**src/rtl/xsp_pkg.sv**
```systemverilog
package xsp_pkg;
  typedef enum logic [1:0] {
    OP_PUSH = 2'b00,
    OP_POP  = 2'b01,
    OP_CALL = 2'b10,
    OP_RET  = 2'b11
  } stk_op_e;

  // Push and call pre-increment; pop and return post-decrement.
  function automatic logic op_is_inc(input logic [1:0] kind);
    stk_op_e k;
    k = stk_op_e'(kind);
    return (k == OP_PUSH) || (k == OP_CALL);
  endfunction
endpackage

```
**src/rtl/xsp_cfg.sv**
```systemverilog
module xsp_cfg #(
  parameter int          AW       = 8,
  parameter logic [7:0]  CFG_ADDR = 8'hAF
) (
  input  logic          clk,
  input  logic          rst,
  input  logic          reg_wr,
  input  logic [AW-1:0] reg_addr,
  input  logic          en_wdata,
  output logic          ext_en
);
  always_ff @(posedge clk) begin
    if (rst)
      ext_en <= 1'b0;
    else if (reg_wr && reg_addr == CFG_ADDR[AW-1:0])
      ext_en <= en_wdata;
  end

  // mode bit clears on reset
  p_cfg_reset_r1: assert property (@(posedge clk) rst |=> !ext_en)
    else $error("p_cfg_reset_r1");
endmodule

```
**src/rtl/xsp_ptr.sv**
```systemverilog
module xsp_ptr
  import xsp_pkg::*;
#(
  parameter int         DATA_W  = 8,
  parameter int         HI_W    = 3,
  parameter int         AW      = 8,
  parameter logic [7:0] LO_ADDR = 8'h81,
  parameter logic [7:0] HI_ADDR = 8'hB7,
  parameter logic [DATA_W-1:0] LO_RST = 8'h07,
  localparam int        PTR_W   = DATA_W + HI_W
) (
  input  logic              clk,
  input  logic              rst,
  input  logic              ext_en,
  input  logic              op_valid,
  input  logic [1:0]        op_kind,
  input  logic              reg_wr,
  input  logic [AW-1:0]     reg_addr,
  input  logic [DATA_W-1:0] reg_wdata,
  output logic [DATA_W-1:0] lo_q,
  output logic [HI_W-1:0]   hi_q,
  output logic [PTR_W-1:0]  acc_addr,
  output logic              acc_inc
);
  logic [PTR_W-1:0]  cur;
  logic [PTR_W-1:0]  nxt_ext;
  logic [DATA_W-1:0] nxt_lo;
  logic              wr_lo, wr_hi, sw_wr;

  always_comb begin
    acc_inc = op_is_inc(op_kind);
    cur     = ext_en ? {hi_q, lo_q} : {{HI_W{1'b0}}, lo_q};
    nxt_ext = acc_inc ? cur + PTR_W'(1) : cur - PTR_W'(1);
    nxt_lo  = acc_inc ? lo_q + DATA_W'(1) : lo_q - DATA_W'(1);
    if (!acc_inc)
      acc_addr = cur;
    else if (ext_en)
      acc_addr = nxt_ext;
    else
      acc_addr = {{HI_W{1'b0}}, nxt_lo};
    wr_lo = reg_wr && reg_addr == LO_ADDR[AW-1:0];
    wr_hi = reg_wr && reg_addr == HI_ADDR[AW-1:0] && ext_en;
    sw_wr = wr_lo || wr_hi;
  end

  always_ff @(posedge clk) begin
    if (rst) begin
      lo_q <= LO_RST;
      hi_q <= '0;
    end else if (sw_wr) begin
      if (wr_lo) lo_q <= reg_wdata;
      if (wr_hi) hi_q <= reg_wdata[HI_W-1:0];
    end else if (op_valid) begin
      if (ext_en) {hi_q, lo_q} <= nxt_ext;
      else        lo_q <= nxt_lo;
    end
  end

  // reset values of the pointer
  p_ptr_reset_r1: assert property (@(posedge clk)
    rst |=> (lo_q == LO_RST && hi_q == '0))
    else $error("p_ptr_reset_r1");

  // extension cannot change while the mode bit is clear
  p_hi_locked_r8: assert property (@(posedge clk) disable iff (rst)
    !ext_en |=> $stable(hi_q))
    else $error("p_hi_locked_r8");

  // classic increment wraps FFh to 00h
  p_classic_wrap_r4: assert property (@(posedge clk) disable iff (rst)
    (op_valid && acc_inc && !ext_en && !sw_wr && lo_q == '1) |=> lo_q == '0)
    else $error("p_classic_wrap_r4");

  // extended increment carries from 0FFh into 100h
  p_ext_carry_r5: assert property (@(posedge clk) disable iff (rst)
    (op_valid && acc_inc && ext_en && !sw_wr && hi_q == '0 && lo_q == '1)
      |=> (hi_q == HI_W'(1) && lo_q == '0))
    else $error("p_ext_carry_r5");
endmodule

```
**src/rtl/xsp_port.sv**
```systemverilog
module xsp_port #(
  parameter int         DATA_W   = 8,
  parameter int         HI_W     = 3,
  parameter int         AW       = 8,
  parameter logic [7:0] LO_ADDR  = 8'h81,
  parameter logic [7:0] HI_ADDR  = 8'hB7,
  parameter logic [7:0] CFG_ADDR = 8'hAF,
  parameter int         EN_BIT   = 7,
  localparam int        PTR_W    = DATA_W + HI_W
) (
  input  logic              clk,
  input  logic              rst,
  input  logic              ext_en,
  input  logic [DATA_W-1:0] lo_q,
  input  logic [HI_W-1:0]   hi_q,
  input  logic [PTR_W-1:0]  acc_addr,
  input  logic              acc_inc,
  input  logic              op_valid,
  input  logic              reg_rd,
  input  logic [AW-1:0]     reg_addr,
  output logic [DATA_W-1:0] reg_rdata,
  output logic [PTR_W-1:0]  stk_addr,
  output logic              stk_xsel,
  output logic              stk_wr,
  output logic              stk_rd
);
  localparam logic [DATA_W-1:0] EN_MASK = DATA_W'(1) << EN_BIT;
  logic [DATA_W-1:0] rd_mux;

  always_comb begin
    rd_mux = '0;
    if (reg_addr == LO_ADDR[AW-1:0])
      rd_mux = lo_q;
    else if (reg_addr == HI_ADDR[AW-1:0] && ext_en)
      rd_mux = {{(DATA_W-HI_W){1'b0}}, hi_q};
    else if (reg_addr == CFG_ADDR[AW-1:0])
      rd_mux = ext_en ? EN_MASK : '0;
  end

  always_ff @(posedge clk) begin
    if (rst) begin
      reg_rdata <= '0;
      stk_addr  <= '0;
      stk_xsel  <= 1'b0;
      stk_wr    <= 1'b0;
      stk_rd    <= 1'b0;
    end else begin
      if (reg_rd) reg_rdata <= rd_mux;
      if (op_valid) begin
        stk_addr <= acc_addr;
        stk_xsel <= |acc_addr[PTR_W-1:DATA_W];
      end
      stk_wr <= op_valid && acc_inc;
      stk_rd <= op_valid && !acc_inc;
    end
  end

  // classic mode never selects extended RAM
  p_classic_int_r6: assert property (@(posedge clk) disable iff (rst)
    (op_valid && !ext_en) |=> !stk_xsel)
    else $error("p_classic_int_r6");

  // hidden high register reads as zero
  p_hidden_read_r8: assert property (@(posedge clk) disable iff (rst)
    (reg_rd && reg_addr == HI_ADDR[AW-1:0] && !ext_en) |=> reg_rdata == '0)
    else $error("p_hidden_read_r8");

  // a classic pop reads at the current low pointer
  p_pop_addr_r3: assert property (@(posedge clk) disable iff (rst)
    (op_valid && !acc_inc && !ext_en)
      |=> (stk_rd && stk_addr[DATA_W-1:0] == $past(lo_q)))
    else $error("p_pop_addr_r3");
endmodule

```
**src/rtl/xsp_top.sv**
```systemverilog
module xsp_top #(
  parameter int         DATA_W   = 8,
  parameter int         HI_W     = 3,
  parameter logic [7:0] LO_ADDR  = 8'h81,
  parameter logic [7:0] HI_ADDR  = 8'hB7,
  parameter logic [7:0] CFG_ADDR = 8'hAF,
  parameter int         EN_BIT   = 7,
  parameter logic [DATA_W-1:0] LO_RST = 8'h07,
  localparam int        AW       = 8,
  localparam int        PTR_W    = DATA_W + HI_W
) (
  input  logic              clk,
  input  logic              rst,
  input  logic              op_valid,
  input  logic [1:0]        op_kind,
  input  logic              reg_wr,
  input  logic              reg_rd,
  input  logic [AW-1:0]     reg_addr,
  input  logic [DATA_W-1:0] reg_wdata,
  output logic [DATA_W-1:0] reg_rdata,
  output logic [PTR_W-1:0]  stk_addr,
  output logic              stk_xsel,
  output logic              stk_wr,
  output logic              stk_rd
);
  logic              ext_en;
  logic [DATA_W-1:0] lo_q;
  logic [HI_W-1:0]   hi_q;
  logic [PTR_W-1:0]  acc_addr;
  logic              acc_inc;

  xsp_cfg #(.AW(AW), .CFG_ADDR(CFG_ADDR)) u_cfg (
    .clk(clk), .rst(rst), .reg_wr(reg_wr), .reg_addr(reg_addr),
    .en_wdata(reg_wdata[EN_BIT]), .ext_en(ext_en)
  );

  xsp_ptr #(.DATA_W(DATA_W), .HI_W(HI_W), .AW(AW), .LO_ADDR(LO_ADDR),
            .HI_ADDR(HI_ADDR), .LO_RST(LO_RST)) u_ptr (
    .clk(clk), .rst(rst), .ext_en(ext_en), .op_valid(op_valid),
    .op_kind(op_kind), .reg_wr(reg_wr), .reg_addr(reg_addr),
    .reg_wdata(reg_wdata), .lo_q(lo_q), .hi_q(hi_q),
    .acc_addr(acc_addr), .acc_inc(acc_inc)
  );

  xsp_port #(.DATA_W(DATA_W), .HI_W(HI_W), .AW(AW), .LO_ADDR(LO_ADDR),
             .HI_ADDR(HI_ADDR), .CFG_ADDR(CFG_ADDR), .EN_BIT(EN_BIT)) u_port (
    .clk(clk), .rst(rst), .ext_en(ext_en), .lo_q(lo_q), .hi_q(hi_q),
    .acc_addr(acc_addr), .acc_inc(acc_inc), .op_valid(op_valid),
    .reg_rd(reg_rd), .reg_addr(reg_addr), .reg_rdata(reg_rdata),
    .stk_addr(stk_addr), .stk_xsel(stk_xsel), .stk_wr(stk_wr), .stk_rd(stk_rd)
  );
endmodule

```
**config.mk**
```make
export PLATFORM = sky130hd
export DESIGN_NAME = xsp_top
export DESIGN_NICKNAME = d
export VERILOG_FILES = /design/src/rtl/xsp_pkg.sv /design/src/rtl/xsp_cfg.sv /design/src/rtl/xsp_ptr.sv /design/src/rtl/xsp_port.sv /design/src/rtl/xsp_top.sv
export SDC_FILE = /design/constraint.sdc
export NUM_CORES = 1
export LEC_CHECK = 0
export BUFFER_PORTS_ARGS = -buffer_cell sky130_fd_sc_hd__buf_2
export CORE_MARGIN = 2
export CORE_UTILIZATION = 55
export DETAILED_ROUTE_END_ITERATION = 10
export GPL_TIMING_DRIVEN = 0
export PLACE_DENSITY = 0.87
export RECOVER_POWER = 50
export SETUP_SLACK_MARGIN = 0.15
export SLEW_MARGIN = 20
export SYNTH_ARGS = -nofsm -noshare
export SYNTH_HDL_FRONTEND = slang
export SYNTH_HIERARCHICAL = 1
export SYNTH_SLANG_ARGS = --single-unit
```
**constraint.sdc**
```tcl
create_clock -name clk -period 2.58 [get_ports clk]
set_clock_uncertainty 0.1 [all_clocks]
set_input_delay 0.387 -clock clk [delete_from_list [all_inputs] [get_ports clk]]
set_output_delay 0.387 -clock clk [all_outputs]
set_load 0.02 [all_outputs]
```
=== Word level (Yosys, flattened, before mapping) ===
Cells that the tools add are included.

* $add $sub $neg: 4
* Reductions and logical operators: 16
* Equal/unequal tests: 6
* Muxes and demuxes: 17

{| class="wikitable"
|+ Operators with widths
! operator !! count
|-
| 2-to-1 mux 8 bit || 9
|-
| 2-to-1 mux 11 bit || 4
|-
| == test 8 bit, second input constant || 3
|-
| 2-to-1 mux 3 bit || 4
|-
| adder 11 x 1 -> 11 bit, second input constant || 1
|-
| subtractor 11 x 1 -> 11 bit, second input constant || 1
|-
| adder 8 x 1 -> 8 bit, second input constant || 1
|-
| subtractor 8 x 1 -> 8 bit, second input constant || 1
|-
| logical AND 1 bit || 7
|-
| != test 2 x 1 -> 1 bit, second input constant || 2
|-
| nonzero test 2 bit || 2
|-
| AND reduction 3 bit || 1
|-
| OR reduction 3 bit || 1
|-
| == test 2 bit, second input constant || 1
|-
| zero test 2 bit || 1
|-
| logical OR 1 bit || 2
|-
| AND reduction 2 bit || 1
|-
| zero test 1 bit || 1
|}

* Flip-flop bits (word level): 34
* Bits of input ports: 23
* Output and inout port bits: 22
* Word-level logic and storage cells: 51

=== Logic depth before layout (Yosys ltp) ===
* Depth after elaboration: 6
* Gate-level depth with buffers: 10

=== By module ===
The synthesis kept the hierarchy.

{| class="wikitable"
|+ Modules (own cells, without submodules)
! module !! cells each !! area each (sq um) !! times used
|-
| xsp_ptr || 164 || 1242.4 || 1
|-
| xsp_port || 87 || 890.9 || 1
|-
| xsp_cfg || 8 || 71.3 || 1
|}

=== Least setup slack after synthesis ===
Ideal clock, no wire load.

* Kind: input-to-reg
* Start point: in op_kind[0]
* End point: reg u_port.stk_xsel
* Path buffers: 0
* Setup time: 0.086 ns
* Cell stages on the path: 9
* Path slack: 0.302 ns
* Data required time: 2.394 ns
* Arrival time: 2.093 ns
* Cells stage by stage: ha_1 nor2b_4 o31a_1 o31a_1 a31oi_1 xor2_1 o21ba_1 nor3_1 a211oi_1

* Longest elaborated chain between the ends: 6
* Elaborated cells on any way between the ends: 7
* Those cells by class: eq/ne: 1; mux: 3; reduce/logical: 3

{| class="wikitable"
|+ Ends and longest elaborated chain
! what !! line !! source
|-
| start, declared || xsp_top.sv:15 || <nowiki>input logic [1:0] op_kind,</nowiki>
|-
| == test 2 bit / zero test 2 bit (equally long branches) || xsp_pkg.sv:13 || <nowiki>return (k == OP_PUSH) || (k == OP_CALL);</nowiki>
|-
| logical OR 1 bit (*) || xsp_pkg.sv:13 ||
|-
| 2-to-1 mux 11 bit || xsp_ptr.sv:33 || <nowiki>nxt_ext = acc_inc ? cur + PTR_W'(1) : cur - PTR_W'(1);</nowiki>
|-
| 2-to-1 mux 11 bit || xsp_ptr.sv:37 || <nowiki>else if (ext_en)</nowiki>
|-
| 2-to-1 mux 11 bit (*) || xsp_ptr.sv:35 || <nowiki>if (!acc_inc)</nowiki>
|-
| named net acc_addr[10] || xsp_top.sv:29 || <nowiki>logic [PTR_W-1:0] acc_addr;</nowiki>
|-
| OR reduction 3 bit (*) || xsp_port.sv:51 || <nowiki>stk_xsel <= |acc_addr[PTR_W-1:DATA_W];</nowiki>
|-
| end signal, assigned || xsp_port.sv:51 ||
|-
| end, declared || xsp_port.sv:23 || <nowiki>output logic stk_xsel,</nowiki>
|}

The timed path passes the listed nets; every way through them passes the cells marked *.
A chain may end at the register's enable or synchronous reset.

=== Worst setup path in the final report ===
* Start point: reg u_ptr.lo_q[2]
* End point: reg u_port.stk_xsel

* Longest elaborated chain between the ends: 6
* Elaborated cells on any way between the ends: 7
* Those cells by class: add/sub: 2; mux: 4; reduce/logical: 1

{| class="wikitable"
|+ Ends and longest elaborated chain
! what !! line !! source
|-
| start, declared || xsp_ptr.sv:20 || <nowiki>output logic [DATA_W-1:0] lo_q,</nowiki>
|-
| start signal, assigned || xsp_ptr.sv:51 || <nowiki>if (wr_lo) lo_q <= reg_wdata;</nowiki>
|-
| start signal, assigned || xsp_ptr.sv:54 || <nowiki>if (ext_en) {hi_q, lo_q} <= nxt_ext;</nowiki>
|-
| start signal, assigned || xsp_ptr.sv:55 || <nowiki>else lo_q <= nxt_lo;</nowiki>
|-
| 2-to-1 mux 11 bit (*) || xsp_ptr.sv:32 || <nowiki>cur = ext_en ? {hi_q, lo_q} : {{HI_W{1'b0}}, lo_q};</nowiki>
|-
| subtractor 11 x 1 -> 11 bit / adder 11 x 1 -> 11 bit (equally long branches) || xsp_ptr.sv:33 ||
|-
| 2-to-1 mux 11 bit (*) || xsp_ptr.sv:33 ||
|-
| 2-to-1 mux 11 bit (*) || xsp_ptr.sv:37 ||
|-
| 2-to-1 mux 11 bit (*) || xsp_ptr.sv:35 ||
|-
| named net acc_addr[10] || xsp_top.sv:29 ||
|-
| OR reduction 3 bit (*) || xsp_port.sv:51 ||
|}

Marks and branches as above.

==> Flow_metrics.wiki <==
{| class="wikitable"
! Metric !! Value
|-
| Outcome || finished, final reports clean
|-
| Number of global-route vias before repair || 1995
|-
| Count of antenna-violating nets left after detailed routing || 0
|-
| Final weighted congestion in routability-driven placement || between 0.8 and 0.9
|-
| Die area || ~0.0045 sq mm
|-
| Count of standard-cell rows || 23
|-
| Type of destination of the critical path || register
|-
| Filler Cell Count || approximately 320
|-
| CTS sink cnt || 34
|-
| Max Clk Rate || just over 400 MHz
|-
| Fraction of layout cells with a size suffix above 1 || 0.229
|-
| Async set or reset register ratio after synthesis || 0
|-
| Min-delay worst type || in -> reg
|-
| Critical path type || reg -> reg
|-
| Die span in x || 67.3 um
|-
| Cell leakage power || 0.00105 uW
|-
| Starting density of the core || 0.563
|-
| Area leader, netlist || dfxtp_1
|-
| List of cells traversed by the critical path || ha_4, nor2b_4, o31a_1, o31a_1, a31oi_2, xor2_1, o21ba_2, nor3_2, a211oi_1
|-
| Reg2reg setup slack || 170 ps
|-
| Maximum net fanout on the critical path || 4
|-
| Terminating pin of the worst hold path || u_ptr/lo_q[4]$_SDFFE_PP0P_
|-
| Wire length of the first global-routing pass || 9.10 mm
|-
| Boundary pin count || 45
|-
| Sequential fraction of the synthesis area || 0.309
|-
| CTS tree || yes
|-
| Delay contributed by the slowest stage of the critical path || 370 ps
|-
| Endpoint of the worst register-to-register path || u_port/stk_xsel$_SDFFE_PP0P_
|-
| Final Hold Slack || 281 ps
|-
| Net count of the mapped netlist || 290
|-
| Number of buffers added by the clock tree synthesis step || 5
|-
| Final count of hold timing violations || 0
|-
| Post-Route WL || 6.12 mm
|-
| Root Buffer Master || clkbuf_8
|-
| Worst Slack Setup Final || around 170 ps
|-
| Placeable core region || 0.00391 sq mm
|-
| Clock latency at the later pin of the worst-skew pair || roughly 270 ps
|-
| Half-perimeter wire length of the detailed placement result || 4.44 mm
|-
| Number of diodes added for antenna fixing || 0
|-
| Crit path max-delay cell type || dfxtp_4
|-
| Number of antenna violations at the first check in global routing || 0
|-
| Share of the synthesized area in the top cell type || 0.309
|-
| Total GRT Usage || 0.265
|-
| Sum of overflow across all layers after global routing || 0
|-
| Worst Hold Launch || reg_wdata[4]
|-
| Number of buffers and inverters on the critical path || 0
|-
| Number of buffer cells added on primary ports || 43
|-
| Worst path arrival time || 2500 ps
|-
| Crit-path most repeated cell || o31a_1
|-
| Clock-pin slew on the worst setup and hold paths || 60 ps
|-
| Initial detailed-routing violation count || 164
|-
| Avg Vias per Cell || 6.24
|-
| Total of warnings raised by yosys || 6
|-
| Worst-case reg-to-reg path depth || 9
|-
| Seq cells post-synth || 34
|-
| Post-place setup slack || -148 ps
|-
| Iteration count of the initial detailed-routing pass || 5
|-
| Hold Path Stages || 3
|-
| Detailed-route wire length per cell || 16.8 um
|-
| Top FF cell, synth || dfxtp_1
|-
| Number of failing setup endpoints in the final timing report || 0
|-
| DR vias || 2273
|-
| Max clock buf depth || 2
|-
| Mean instance size in the synthesized netlist || 8.51 sq um
|-
| Number of cells produced by synthesis || 259
|-
| DRC violation count after routing || 0
|-
| Cell types with the largest area share after synthesis || dfxtp_1 (31%), mux2i_1 (6.4%), nor2_1 (4.4%), ha_1 (4.0%), nand2_1 (3.4%)
|-
| Measured slew at the worst slew-check pin || 1270 ps
|-
| Final Max Slew Viols || 0
|-
| Maximum number of pins on one net before global-route repair || 12
|-
| WP data required || between 2000 and 3000 ps
|-
| Critical path depth in cells || 9
|-
| Min Tclk post-route || 2410 ps
|-
| Count of flip-flops with a built-in enable after synthesis || 0
|-
| Combined area of all synthesized cells || roughly 0.0022 sq mm
|-
| Area growth syn-to-layout || 19.9%
|-
| P per Cell Area || approximately 530 mW/mm^2
|-
| Deepest level of the CTS H-tree || 2
|-
| Element type at the critical path start || register
|-
| Slew HR || 0.143
|-
| Worst reg2reg path startpoint || u_ptr/lo_q[2]$_SDFFE_PP1P_
|-
| CP delay by family, top || compound AO/OA/AOI/OAI gates
|-
| Die Y || 67.3 um
|-
| Final net count || roughly 350
|-
| Maxcap violations || 0
|-
| RSZ-0062 raised after global routing || true
|-
| Worst voltage drop across the vdd grid || 0.325 mV
|-
| Number of distinct standard cells referenced by the synthesized netlist || 65
|-
| Final period util || 0.934
|}
-- metal layers --
layer  track usage  wire length [um]  vias to the layer above
li1              -                 -                     1078
met1         0.333              2450                     1052
met2         0.441              2980                      123
met3        0.0567               510                       20
met4         0.105               173                        0
met5             0                 0                        -
-- per-stage QoR --
| step | instances | util | total power [uW] | cell area (sq um) | setup TNS (ps) |
|---|---|---|---|---|---|
| 2_1_floorplan | 259 | - | 873 | 2200 | 0 |
| 3_3_place_gp | 352 | 0.634 | 976 | 2480 | -279 |
| 6_report | 364 | 0.675 | 1400 | 2640 | 0 |
| 3_5_place_dp | 352 | 0.634 | 992 | 2480 | -309 |
| 4_1_cts | 358 | 0.658 | 1360 | 2570 | 0 |
| 5_1_grt | 364 | 0.675 | 1470 | 2640 | 0 |
-- where the power goes --
| part | total, uW | switching, uW | internal, uW |
|---|---|---|---|
| Sequential | 595 | 35.0 | 560 |
| Combinational | 436 | 247 | 189 |
| Clock | 371 | 166 | 205 |
-- worst register-to-register path: cells and delay by family, from the launching register on --
| kind | cells | cell delay [ps] |
|---|---|---|
| fa+ha+maj | 1 | 230 |
| flops | 1 | 370 |
| xor+xnor | 1 | 240 |
| simple gates | 2 | 190 |
| compound gates | 5 | 1200 |
-- cell families (layout without fill, tap and decap cells) --
logic type / count (synthesis) / in the layout / share of synthesized area
compound gates: 72 / 72 / 0.225
simple gates: 100 / 100 / 0.262
fa+ha+maj: 8 / 8 / 0.0488
flops: 34 / 34 / 0.309
xor+xnor: 9 / 9 / 0.0358
mux: 16 / 16 / 0.0738
buf+inv: 20 / 75 / 0.0460
-- placed cells by master (no fill, tap or decap), types with 3 or more instances in the layout --
master	n
clkbuf_1	30
dfxtp_1	28
nor2_1	26
buf_2	22
nand2_1	20
mux2i_1	14
a21oi_1	13
o21ai_0	11
nand4_1	9
buf_4	8
clkbuf_8	7
a31oi_1	7
nor3_1	7
xor2_1	7
nand3_1	6
nand2b_1	4
o21bai_1	4
a21o_1	4
ha_1	4
dfxtp_4	4
inv_1	3
a211oi_1	3
o21a_1	3
o31a_1	3
o221ai_1	3
-- area by class of cell --
type	instances	area, sq um	share of cell area
multi-input cells	205	1460	0.552
repair buffers	49	233	0.0881
clock buffers	6	82.6	0.0313
well taps	50	62.6	0.0237
flip-flops and latches	34	698	0.264
inverters	6	30.0	0.0114
plain buffers	14	78.8	0.0298
-- timing repair --
action                     in CTS  in global routing
setup endpoints to repair       2                  4
pin swaps                       1                  6
hold buffers                    0                  0
resized for setup               6                 21
setup buffers                   0                  6
-- registers in the layout, summed over array words and instances, names as in the netlist --
name / count
u_port/stk_addr: 11
u_port/reg_rdata: 8
u_ptr/lo_q: 8
u_ptr/hi_q: 3
u_cfg/ext_en: 1
u_port/stk_rd: 1
u_port/stk_wr: 1
u_port/stk_xsel: 1
-- cells in the mapped netlist, drive strengths merged (3+ instances only) --
master	instances
dfxtp	34
nor2	26
nand2	20
a21oi	14
mux2i	14
o21ai	13
nand4	9
a31oi	8
nor3	8
buf	7
clkbuf	7
ha	7
xor2	7
inv	6
nand3	6
nand2b	5
o21a	5
a211oi	4
a21o	4
and2	4
o21bai	4
nor2b	3
nor4	3
o2111ai	3
o221ai	3
o31a	3
-- worst max-delay path by stage --
stage / slack, ps / startpoint / end
2_1_floorplan: 300 / op_kind[0] / u_port/stk_xsel$_SDFFE_PP0P_
3_3_place_gp: -160 / op_kind[0] / u_port/stk_xsel$_SDFFE_PP0P_
3_5_place_dp: -150 / op_kind[0] / u_port/stk_xsel$_SDFFE_PP0P_
4_1_cts: 170 / u_ptr/lo_q[2]$_SDFFE_PP1P_ / u_port/stk_xsel$_SDFFE_PP0P_
5_1_grt: 60 / u_ptr/lo_q[0]$_SDFFE_PP1P_ / u_port/stk_xsel$_SDFFE_PP0P_
6_report: 170 / u_ptr/lo_q[2]$_SDFFE_PP1P_ / u_port/stk_xsel$_SDFFE_PP0P_
No activity file was read; power rests on OpenSTA's default activity.
